`config.mk`:
```
export PLATFORM = sky130hd
export DESIGN_NAME = fpga_par_cfg_loader
export DESIGN_NICKNAME = d
export VERILOG_FILES = /design/src/rtl/cfg_loader_pkg.sv /design/src/rtl/cfg_sync.sv /design/src/rtl/cfg_cycle_timer.sv /design/src/rtl/fpga_par_cfg_loader.sv
export SDC_FILE = /design/constraint.sdc
export NUM_CORES = 1
export LEC_CHECK = 0
export BUFFER_PORTS_ARGS = -buffer_cell sky130_fd_sc_hd__clkbuf_2
export CELL_PAD_IN_SITES_DETAIL_PLACEMENT = 0
export CELL_PAD_IN_SITES_GLOBAL_PLACEMENT = 2
export CORE_MARGIN = 3
export CORE_UTILIZATION = 40
export CTS_CLUSTER_SIZE = 10
export DETAILED_ROUTE_END_ITERATION = 12
export PLACE_DENSITY = 0.87
export REMOVE_ABC_BUFFERS = 1
export SLEW_MARGIN = 25
export SYNTH_ARGS = -nofsm -noshare
export SYNTH_HDL_FRONTEND = slang
export SYNTH_SLANG_ARGS = --single-unit
```
`constraint.sdc`:
```
create_clock -name clk_i -period 4.9 [get_ports clk_i]
set_clock_uncertainty 0.05 [all_clocks]
set_input_delay 1.225 -clock clk_i [delete_from_list [all_inputs] [get_ports clk_i]]
set_output_delay 1.225 -clock clk_i [all_outputs]
set_load 0.005 [all_outputs]
```
`src/rtl/cfg_loader_pkg.sv`:
```
package cfg_loader_pkg;

  typedef enum logic [3:0] {
    ST_IDLE,
    ST_PROG,
    ST_WAIT_INIT,
    ST_SELECT,
    ST_FETCH,
    ST_LOAD,
    ST_LOW,
    ST_BUSY,
    ST_POST_HI,
    ST_POST_LO
  } cfg_state_e;

  typedef enum logic [2:0] {
    ERR_NONE         = 3'd0,
    ERR_INIT_ASSERT  = 3'd1,
    ERR_INIT_RELEASE = 3'd2,
    ERR_CRC          = 3'd3,
    ERR_BUSY         = 3'd4,
    ERR_DONE         = 3'd5
  } cfg_err_e;

endpackage

```
`src/rtl/cfg_sync.sv`:
```
module cfg_sync #(
  parameter int unsigned W       = 1,
  parameter int unsigned STAGES  = 2,
  parameter logic [W-1:0] RST_VAL = '0
) (
  input  logic         clk_i,
  input  logic         rst_ni,
  input  logic [W-1:0] d_i,
  output logic [W-1:0] q_o
);

  logic [STAGES-1:0][W-1:0] stage_q;

  always_ff @(posedge clk_i or negedge rst_ni) begin
    if (!rst_ni) begin
      for (int i = 0; i < STAGES; i++) stage_q[i] <= RST_VAL;
    end else begin
      stage_q[0] <= d_i;
      for (int i = 1; i < STAGES; i++) stage_q[i] <= stage_q[i-1];
    end
  end

  assign q_o = stage_q[STAGES-1];

endmodule

```
`src/rtl/cfg_cycle_timer.sv`:
```
module cfg_cycle_timer #(
  parameter int unsigned W = 16
) (
  input  logic         clk_i,
  input  logic         rst_ni,
  input  logic         clr_i,
  output logic [W-1:0] cnt_o
);

  logic [W-1:0] cnt_q;

  always_ff @(posedge clk_i or negedge rst_ni) begin
    if (!rst_ni)                cnt_q <= '0;
    else if (clr_i)             cnt_q <= '0;
    else if (cnt_q != {W{1'b1}}) cnt_q <= cnt_q + 1'b1;
  end

  assign cnt_o = cnt_q;

endmodule

```
`src/rtl/fpga_par_cfg_loader.sv`:
```
module fpga_par_cfg_loader
  import cfg_loader_pkg::*;
#(
  parameter int unsigned CNT_W        = 24,
  parameter int unsigned TMR_W        = 28,
  parameter int unsigned SYNC_STAGES  = 2,
  parameter int unsigned PROG_CYC     = 75,
  parameter int unsigned INIT_LOW_TO  = 125_000,
  parameter int unsigned INIT_HIGH_TO = 125_000_000,
  parameter int unsigned BUSY_TO      = 1_250_000,
  parameter int unsigned DONE_TO      = 50_000_000,
  parameter int unsigned EXTRA_CLKS   = 8,
  parameter bit          CHECK_BUSY   = 1'b1
) (
  input  logic             clk_i,
  input  logic             rst_ni,
  input  logic             start_i,
  input  logic [CNT_W-1:0] byte_count_i,
  input  logic [7:0]       byte_data_i,
  input  logic             byte_valid_i,
  output logic             byte_ready_o,
  output logic             prog_b_o,
  output logic             cs_b_o,
  output logic             rdwr_b_o,
  output logic             cclk_o,
  output logic [7:0]       data_o,
  input  logic             init_b_i,
  input  logic             done_i,
  input  logic             busy_i,
  output logic             done_o,
  output logic             err_o,
  output logic [2:0]       err_code_o
);

  localparam int unsigned EXTRA_W = $clog2(EXTRA_CLKS + 1);
  localparam logic [TMR_W-1:0] PROG_LIM  = TMR_W'(PROG_CYC - 1);
  localparam logic [TMR_W-1:0] ILOW_LIM  = TMR_W'(INIT_LOW_TO);
  localparam logic [TMR_W-1:0] IHIGH_LIM = TMR_W'(INIT_HIGH_TO);
  localparam logic [TMR_W-1:0] BUSY_LIM  = TMR_W'(BUSY_TO);
  localparam logic [TMR_W-1:0] DONE_LIM  = TMR_W'(DONE_TO);
  localparam logic [TMR_W-1:0] SYNC_LIM  = TMR_W'(SYNC_STAGES);
  localparam logic [EXTRA_W-1:0] EXTRA_LIM = EXTRA_W'(EXTRA_CLKS);

  cfg_state_e state_q, state_d;
  cfg_err_e   err_d, err_code_q;

  logic             init_s, done_s, busy_s;
  logic [TMR_W-1:0] st_cnt, ph_cnt;
  logic             in_post_q;
  logic [CNT_W-1:0] remain_q;
  logic             seen_q;
  logic [EXTRA_W-1:0] extra_q;
  logic             hs, fail, succeed, seen_now;
  logic             prog_q, sel_q, cclk_q, done_q, err_q;
  logic [7:0]       data_q;

  cfg_sync #(
    .W       (3),
    .STAGES  (SYNC_STAGES),
    .RST_VAL (3'b100)
  ) i_sync (
    .clk_i  (clk_i),
    .rst_ni (rst_ni),
    .d_i    ({init_b_i, done_i, busy_i}),
    .q_o    ({init_s, done_s, busy_s})
  );

  cfg_cycle_timer #(.W(TMR_W)) i_state_tmr (
    .clk_i  (clk_i),
    .rst_ni (rst_ni),
    .clr_i  (state_d != state_q),
    .cnt_o  (st_cnt)
  );

  cfg_cycle_timer #(.W(TMR_W)) i_phase_tmr (
    .clk_i  (clk_i),
    .rst_ni (rst_ni),
    .clr_i  (!in_post_q),
    .cnt_o  (ph_cnt)
  );

  assign in_post_q    = (state_q == ST_POST_HI) || (state_q == ST_POST_LO);
  assign seen_now     = seen_q || (done_s && init_s);
  assign byte_ready_o = (state_q == ST_FETCH) && !done_s && init_s && (remain_q != '0);

  always_comb begin
    state_d = state_q;
    err_d   = ERR_NONE;
    fail    = 1'b0;
    succeed = 1'b0;
    hs      = 1'b0;
    unique case (state_q)
      ST_IDLE:      if (start_i) state_d = ST_PROG;
      ST_PROG: begin
        if (st_cnt >= PROG_LIM && !init_s) state_d = ST_WAIT_INIT;
        else if (st_cnt >= ILOW_LIM) begin fail = 1'b1; err_d = ERR_INIT_ASSERT; end
      end
      ST_WAIT_INIT: begin
        if (init_s) state_d = ST_SELECT;
        else if (st_cnt >= IHIGH_LIM) begin fail = 1'b1; err_d = ERR_INIT_RELEASE; end
      end
      ST_SELECT:    state_d = ST_FETCH;
      ST_FETCH: begin
        // early done wins over a pending byte; init low mid-stream means CRC
        if (done_s) state_d = ST_POST_HI;
        else if (!init_s) begin fail = 1'b1; err_d = ERR_CRC; end
        else if (remain_q == '0) state_d = ST_POST_HI;
        else if (byte_valid_i) begin hs = 1'b1; state_d = ST_LOAD; end
      end
      ST_LOAD:      state_d = ST_LOW;
      ST_LOW:       state_d = CHECK_BUSY ? ST_BUSY : ST_FETCH;
      ST_BUSY: begin
        // hold at least the synchronizer depth so a fresh busy is visible
        if (st_cnt >= SYNC_LIM && !busy_s) state_d = ST_FETCH;
        else if (st_cnt >= BUSY_LIM) begin fail = 1'b1; err_d = ERR_BUSY; end
      end
      ST_POST_HI: begin
        if (seen_now && extra_q == EXTRA_LIM) succeed = 1'b1;
        else if (!seen_now && ph_cnt >= DONE_LIM) begin fail = 1'b1; err_d = ERR_DONE; end
        else state_d = ST_POST_LO;
      end
      ST_POST_LO:   state_d = ST_POST_HI;
      default:      state_d = ST_IDLE;
    endcase
    if (fail || succeed) state_d = ST_IDLE;
  end

  always_ff @(posedge clk_i or negedge rst_ni) begin
    if (!rst_ni) begin
      state_q    <= ST_IDLE;
      remain_q   <= '0;
      seen_q     <= 1'b0;
      extra_q    <= '0;
      done_q     <= 1'b0;
      err_q      <= 1'b0;
      err_code_q <= ERR_NONE;
      data_q     <= 8'hFF;
      prog_q     <= 1'b1;
      sel_q      <= 1'b0;
      cclk_q     <= 1'b1;
    end else begin
      state_q <= state_d;
      if (state_q == ST_IDLE && start_i) begin
        remain_q   <= byte_count_i;
        done_q     <= 1'b0;
        err_q      <= 1'b0;
        err_code_q <= ERR_NONE;
      end else if (hs) begin
        remain_q <= remain_q - 1'b1;
      end
      if (fail) begin
        err_q      <= 1'b1;
        err_code_q <= err_d;
      end
      if (succeed) done_q <= 1'b1;

      if (!in_post_q) begin
        seen_q  <= 1'b0;
        extra_q <= '0;
      end else begin
        if (state_q == ST_POST_HI && done_s && init_s) seen_q <= 1'b1;
        if (state_q == ST_POST_LO && seen_q) extra_q <= extra_q + 1'b1;
      end

      if (hs) data_q <= byte_data_i;
      else if (state_d inside {ST_IDLE, ST_POST_HI, ST_POST_LO}) data_q <= 8'hFF;

      prog_q <= (state_d != ST_PROG);
      sel_q  <= state_d inside {ST_SELECT, ST_FETCH, ST_LOAD, ST_LOW, ST_BUSY};
      cclk_q <= !(state_d inside {ST_LOW, ST_POST_LO});
    end
  end

  assign prog_b_o   = prog_q;
  assign cs_b_o     = !sel_q;
  assign rdwr_b_o   = !sel_q;
  assign cclk_o     = cclk_q;
  assign data_o     = data_q;
  assign done_o     = done_q;
  assign err_o      = err_q;
  assign err_code_o = err_code_q;

  // checker state: length of the current program pulse
  logic [TMR_W-1:0] prog_low_cnt;
  always_ff @(posedge clk_i or negedge rst_ni) begin
    if (!rst_ni)                               prog_low_cnt <= '0;
    else if (prog_b_o)                         prog_low_cnt <= '0;
    else if (prog_low_cnt != {TMR_W{1'b1}})    prog_low_cnt <= prog_low_cnt + 1'b1;
  end

  assert_prog_width_R2: assert property (@(posedge clk_i) disable iff (!rst_ni)
    $rose(prog_b_o) |-> prog_low_cnt >= TMR_W'(PROG_CYC));

  assert_ready_selected_R7: assert property (@(posedge clk_i) disable iff (!rst_ni)
    byte_ready_o |-> (!cs_b_o && !rdwr_b_o && prog_b_o && cclk_o));

  assert_data_hold_R6: assert property (@(posedge clk_i) disable iff (!rst_ni)
    !cclk_o |-> $stable(data_o));

  assert_post_ones_R11: assert property (@(posedge clk_i) disable iff (!rst_ni)
    (!cclk_o && cs_b_o) |-> data_o == 8'hFF);

  assert_busy_gate_R10: assert property (@(posedge clk_i) disable iff (!rst_ni)
    (CHECK_BUSY && state_q == ST_BUSY && busy_s) |=> !byte_ready_o);

  assert_abort_idle_R13: assert property (@(posedge clk_i) disable iff (!rst_ni)
    $rose(err_o) |-> (prog_b_o && cs_b_o && rdwr_b_o && cclk_o && !done_o));

  assert_code_set_R13: assert property (@(posedge clk_i) disable iff (!rst_ni)
    err_o |-> err_code_o != 3'd0);

  assert_status_excl_R13: assert property (@(posedge clk_i) disable iff (!rst_ni)
    !(done_o && err_o));

endmodule

```
Word-level counts from Yosys, hierarchy flattened
Index checks and enable logic that the tools add are counted.
{"block": "totals", "regBits": 111, "output_inout_bits": 18, "word_cells": 140}
{"block": "classes", "addsub": 4, "n_lt_le_gt_ge": 6, "eq_ne": 24, "mux": 58, "reduce_logical": 33}
{"op": "2-to-1 mux 28 bit", "count": 4}
{"op": "adder 28 x 1 -> 28 bit (second input constant)", "count": 2}
{"op": "!= test 28 bit (second input constant)", "count": 2}
{"op": "2-to-1 mux 4 bit", "count": 13}
{"op": "2-to-1 mux 24 bit", "count": 2}
{"op": "one-hot mux 4 bit (10 select lines)", "count": 1}
{"op": "== test 4 x 3 -> 1 bit (second input constant)", "count": 8}
{"op": "greater-or-equal comparator 28 x 17 -> 1 bit (second input constant)", "count": 1}
{"op": "greater-or-equal comparator 28 x 2 -> 1 bit (second input constant)", "count": 1}
{"op": "greater-or-equal comparator 28 x 21 -> 1 bit (second input constant)", "count": 1}
{"op": "greater-or-equal comparator 28 x 26 -> 1 bit (second input constant)", "count": 1}
{"op": "greater-or-equal comparator 28 x 27 -> 1 bit (second input constant)", "count": 1}
{"op": "greater-or-equal comparator 28 x 7 -> 1 bit (second input constant)", "count": 1}
{"op": "logical NOT 24 bit", "count": 1}
{"op": "2-to-1 mux 1 bit", "count": 24}
{"op": "nonzero test 24 bit", "count": 1}
{"op": "subtractor 24 x 1 -> 24 bit (second input constant)", "count": 1}
{"op": "== test 4 bit (second input constant)", "count": 5}
{"op": "2-to-1 mux 3 bit", "count": 6}
{"op": "2-to-1 mux 8 bit", "count": 2}
{"op": "one-hot mux 3 bit (5 select lines)", "count": 1}
{"op": "== test 4 x 2 -> 1 bit (second input constant)", "count": 3}
{"op": "logical AND 1 bit", "count": 12}
{"op": "nonzero test 2 bit", "count": 6}
{"op": "other kinds (12)", "count": 25}

Logic depth before layout (Yosys ltp)
{"block": "logic_depth", "depth_word": 13, "ltp_mapped": 10, "depth_no_buf": 10}

Modules after synthesis
Synthesis repeated with hierarchy kept, for this count alone.
{"block": "hier_totals", "cells_unflattened": 691, "area_unflattened_um2": 6417.4}
{"mod": "cfg_cycle_timer", "instances": 2, "cells_each": 169, "area_per_inst_um2": 1567.8, "seq_area_each_um2": 700.7}
{"mod": "fpga_par_cfg_loader", "instances": 1, "cells_each": 344, "area_per_inst_um2": 3106.7, "seq_area_each_um2": 1238.7}
{"mod": "cfg_sync", "instances": 1, "cells_each": 9, "area_per_inst_um2": 175.2, "seq_area_each_um2": 152.6}

Worst setup path after synthesis
Ideal clock, no wire load.
{"block": "synth_path", "path_kind": "input port to flip-flop", "from": "input byte_valid_i", "to": "register i_state_tmr.cnt_q[18], in the netlist i_state_tmr.cnt_o[18]", "setup_time_ns": 0.127, "arrival_ns": 3.113, "t_required_ns": 4.723, "slack_ns": 1.611, "path_stages": 8, "cell_sequence": "inv_1 or4_4 a31oi_4 nor2_2 a211oi_4 mux2i_2 buf_4 nor3_2"}
{"block": "synth_via", "elab_chain_cells": 8, "elab_cells_between_ends": 9, "cone_classes": "eq/ne (1); mux (7); reduce/logical (1)"}
{"item": "from (decl)", "line_no": "fpga_par_cfg_loader.sv:20", "text": "input logic byte_valid_i,"}
{"item": "2-to-1 mux 4 bit *", "line_no": "fpga_par_cfg_loader.sv:108", "text": "else if (byte_valid_i) begin hs = 1'b1; state_d = ST_LOAD; end"}
{"item": "2-to-1 mux 4 bit *", "line_no": "fpga_par_cfg_loader.sv:107", "text": "else if (remain_q == '0) state_d = ST_POST_HI;"}
{"item": "2-to-1 mux 4 bit *", "line_no": "fpga_par_cfg_loader.sv:106", "text": "else if (!init_s) begin fail = 1'b1; err_d = ERR_CRC; end"}
{"item": "2-to-1 mux 4 bit *", "line_no": "fpga_par_cfg_loader.sv:105", "text": "if (done_s) state_d = ST_POST_HI;"}
{"item": "one-hot mux 4 bit (10 select lines) *", "line_no": "fpga_par_cfg_loader.sv:92", "text": "unique case (state_q)"}
{"item": "2-to-1 mux 4 bit *", "line_no": "fpga_par_cfg_loader.sv:125", "text": "if (fail || succeed) state_d = ST_IDLE;"}
{"item": "net state_d[0]", "line_no": "fpga_par_cfg_loader.sv:44", "text": "cfg_state_e state_q, state_d;"}
{"item": "!= test 4 bit *", "line_no": "fpga_par_cfg_loader.sv:71", "text": ".clr_i (state_d != state_q),"}
{"item": "2-to-1 mux 28 bit / nonzero test 2 bit (equally long branches)"}
{"item": "to (signal assigned)", "line_no": "cfg_cycle_timer.sv:15", "text": "else if (cnt_q != {W{1'b1}}) cnt_q <= cnt_q + 1'b1;"}
{"item": "to (decl)", "line_no": "cfg_cycle_timer.sv:10", "text": "logic [W-1:0] cnt_q;"}
Mark *: on every way through the listed nets, which the timed path passes. The rest lies on a longest branch.
A chain may end at the register's enable or synchronous reset.

Final worst setup path
{"block": "layout_path", "from": "register remain_q[16]", "to": "output byte_ready_o"}
{"block": "layout_via", "elab_chain_cells": 2}
{"item": "from (decl)", "line_no": "fpga_par_cfg_loader.sv:50", "text": "logic [CNT_W-1:0] remain_q;"}
{"item": "from (signal assigned)", "line_no": "fpga_par_cfg_loader.sv:144", "text": "remain_q <= byte_count_i;"}
{"item": "from (signal assigned)", "line_no": "fpga_par_cfg_loader.sv:149", "text": "remain_q <= remain_q - 1'b1;"}
{"item": "nonzero test 24 bit", "line_no": "fpga_par_cfg_loader.sv:84", "text": "assign byte_ready_o = (state_q == ST_FETCH) && !done_s && init_s && (remain_q != '0);"}
{"item": "logical AND 1 bit", "line_no": "fpga_par_cfg_loader.sv:84"}
{"item": "to (decl)", "line_no": "fpga_par_cfg_loader.sv:21", "text": "output logic byte_ready_o,"}
Every way passes these cells.

==> impl_metrics.toml <==
[route]
drt_iter0_drc = 209
first_pass_iters = 5
routed_wl_um = 13400
final_antenna_net_count = 0
drc_errors = 0
wl_per_cell_um = 15.2
via_count = 4672
avgViaCountPerCell = 5.30

[floorplan]
die_x_um = 129
die_h_um = 129
ios = 57
coreArea_um2 = 14600
row_count = 44
floorplan.initialDensity_pct = 41.2
die_area_um2 = 16500

[timing]
fin_crit_sh_pct = 72.8
finalHoldViolCount = 0
rsz0062_at_grt = "no"
holdWs_ns = 0.310
clock.fmax_mhz = 280
final_max_slew_viol_count = 0
finalSetupTns_ns = 0
setup_violations = 0
fin_ws_ns = 1.33
period_minus_slack_ns = 3.57
tightest_slew_ns = 0.904
slew_headroom_pct = 39.7

[setup_path]
r2r_slack_ns = 1.50
start_kind = "flop"
critical_path_class = "flop to output port"
worstReg2RegEnd = "i_state_tmr.cnt_o[12]$_DFFE_PN0P_"
reg2reg_depth = 8
crit_path_max_incr_delay_ns = 0.63
crit_chain = "or4_1 -> nor4_2 -> a31oi_1 -> clkbuf_2"
critPathBufInv = 1
r2r-start = "state_q[0]$_DFF_PN0_"
critPathSlowestCell = "or4_1"
crit_required_ns = 3.62
worst_ep_arrival_time_ns = 2.29
crit_fanout = 5
cp-end-kind = "output port"
cp_top_family = "simple AND/OR/NAND/NOR gates"

[yosys]
ys_types = 59
ys_warn_count = 0
netlist_area_um2 = 6000
ys_ff_latch = 111
synth_edf_count = 0
synth_seq_area_share_pct = 46.5
async_flop_share_pct = 100
synth_flop_cell = "dfrtp_1"
syn_avg_cell_area_um2 = 9.29
netlist_instances = 646

[hold_path]
hold_end = "i_sync.q_o[2]$_DFF_PN1_"
min_from = "i_sync.stage_q[2]$_DFF_PN1_"
hp-class = "flop to flop"
holdPathStages = 0

[clocking]
cts-resized-gates = 0
ctsHoldBuffers = 0
cts_tree = "yes"
cts_made_buffers = 9
htreeDepth = 3
clockBufferDepth = 2
cts.sinks = 111
insertion_delay_ns = 0.36
clk_pin_slew_worst_paths_ns = 0.07
cts_setup_buffers = 0
root_buffer = "clkbuf_16"

[global_route]
antenna_found_initial = 0
overflow = 0
grt_pass1_wl_um = 22700
grt_max_degree = 53
first_global_vias = 4596
grt_use_total_pct = 17.0

[power_and_ir_drop]
power_density_nw_per_um2 = 305
finalPower_mw = 2.05
leakagePower_nw = 2.78
peakVddDrop_uv = 208

[cells_and_area]
drive_gt1_share_pct = 17.4
antenna_cells = 0
nNetsFinal = 738
area_growth_pct = 12.1

[status]
outcome = "finished clean"

[place]
io_buffers = 56
dp_hpwl_um = 9720
gp_congestion = 0.838
pre_cts_slack_ns = 1.31

[flow_run]
drv_cap = 0
-- where the power goes --
part | internal (mW) | switching [mW] | total, mW | leakage (nW)
Sequential | 1.00 | 0.103 | 1.11 | 1.45
Clock | 0.346 | 0.332 | 0.679 | 0.130
Combinational | 0.119 | 0.150 | 0.269 | 1.20
Total | 1.47 | 0.585 | 2.05 | 2.78
-- cell usage after synthesis (2+ instances only) --
cell / number / area [um^2]
nand2_1: 82 / 308
or3_1: 7 / 43.8
and4_1: 6 / 52.6
nor4b_1: 2 / 17.5
a211oi_1: 8 / 60.1
dfrtp_1: 99 / 2480
nand4b_1: 3 / 26.3
nor3_2: 18 / 180
clkbuf_1: 21 / 78.8
o22a_1: 8 / 70.1
ha_1: 7 / 87.6
nor2b_1: 2 / 12.5
or2_2: 2 / 12.5
and3_1: 11 / 68.8
nor4_2: 2 / 25.0
nor4_1: 13 / 81.3
a21oi_1: 9 / 45.0
nand3_1: 25 / 125
xnor2_1: 35 / 307
nor3_1: 31 / 155
or4_1: 10 / 75.1
o21ai_0: 23 / 115
dfstp_2: 12 / 315
buf_2: 4 / 20.0
xor2_1: 36 / 315
nor3b_1: 3 / 22.5
nand4_1: 18 / 113
nor2_1: 87 / 327
inv_1: 17 / 63.8
mux2i_1: 4 / 40.0
a31oi_1: 4 / 25.0
a31o_2: 2 / 17.5
nand3b_1: 2 / 15.0
o311a_1: 3 / 30.0
buf_4: 3 / 22.5
o21ai_1: 4 / 20.0
-- stage by stage --
step	area, um^2	std cells	util (%)
5_1_grt	6730	881	46.1
2_1_floorplan	5880	618	-
3_3_place_gp	6460	865	44.3
4_1_cts	6730	881	46.1
6_report	6730	881	46.1
3_5_place_dp	6460	865	44.3
-- cells in the final DEF (no fill, tap or decap), drive strengths merged, types with 3 or more instances in the layout --
master  Yosys  final
or3         7      7
o311a       3      3
nor3b       3      3
a211oi      9      9
nand3      25     25
xor2       36     36
buf         7      8
inv        17     18
mux2i       5      5
dfstp      12     12
nand2      82     82
ha          7      7
clkbuf     21     66
o22a        8      8
clkinv      0      3
or2         3      3
nor2       88     88
nand4b      3      3
and3       11     11
dfrtp      99     99
or4        11     11
nor4       15     15
o21ai      27     27
nor3       49     49
nand4      18     18
and4        6      6
a31oi       6      6
a21oi       9      9
xnor2      35     35
-- cell type report --
type	count	area, um^2
repair buffers	63	335
clock buffers	11	233
flip-flops and latches	111	2790
inverters	17	63.8
fillers	1408	7860
well taps	184	230
clock inverters	5	35.0
multi-input cells	490	3040
-- layer usage --
| layer | GRT usage, % | wire length [um] | up-vias |
|---|---|---|---|
| met2 | 26.6 | 6240 | 68 |
| met5 | 0 | 0 | - |
| met1 | 23.8 | 6380 | 2235 |
| li1 | - | - | 2357 |
| met4 | 4.20 | 121 | 0 |
| met3 | 4.44 | 635 | 12 |
-- worst max-delay path by stage --
stage | depth (start not counted) | start | to
3_5_place_dp | 9 | byte_valid_i | i_state_tmr.cnt_o[12]$_DFFE_PN0P_
4_1_cts | 4 | remain_q[16]$_DFFE_PN0P_ | byte_ready_o
6_report | 4 | remain_q[16]$_DFFE_PN0P_ | byte_ready_o
2_1_floorplan | 7 | byte_valid_i | i_state_tmr.cnt_o[12]$_DFFE_PN0P_
5_1_grt | 4 | remain_q[16]$_DFFE_PN0P_ | byte_ready_o
3_3_place_gp | 9 | byte_valid_i | i_state_tmr.cnt_o[12]$_DFFE_PN0P_
-- worst reg2reg max path, cell delays in order, from the launching register on --
cell	delay, ns
dfrtp_1	0.57
or4b_4	0.64
or4_4	0.45
a31oi_4	0.27
nor2_2	0.10
a211oi_4	0.39
mux2i_4	0.27
buf_4	0.38
nor4_1	0.14
-- cells by family (layout without fill, tap and decap cells) --
logic type,count (synthesis),count (layout),synth area share (%)
adders and majority gates,7,7,1.46
AOI/OAI and AO/OA,77,77,9.21
and+or+nand+nor,330,330,28.5
DFF,111,111,46.5
buffers and inverters,45,96,3.08
muxes,5,5,0.896
xor gates and xnor gates,71,71,10.4
-- sequential cells by signal, summed over array words and instances, names as in the netlist --
signal	cells
i_phase_tmr.cnt_o	28
cclk_o	1
done_o	1
i_sync.stage_q	3
state_q	4
err_o	1
seen_q	1
prog_b_o	1
err_code_o	3
remain_q	24
i_state_tmr.cnt_o	28
data_o	8
sel_q	1
extra_q	4
i_sync.q_o	3
(Power assumes the default switching activity.)
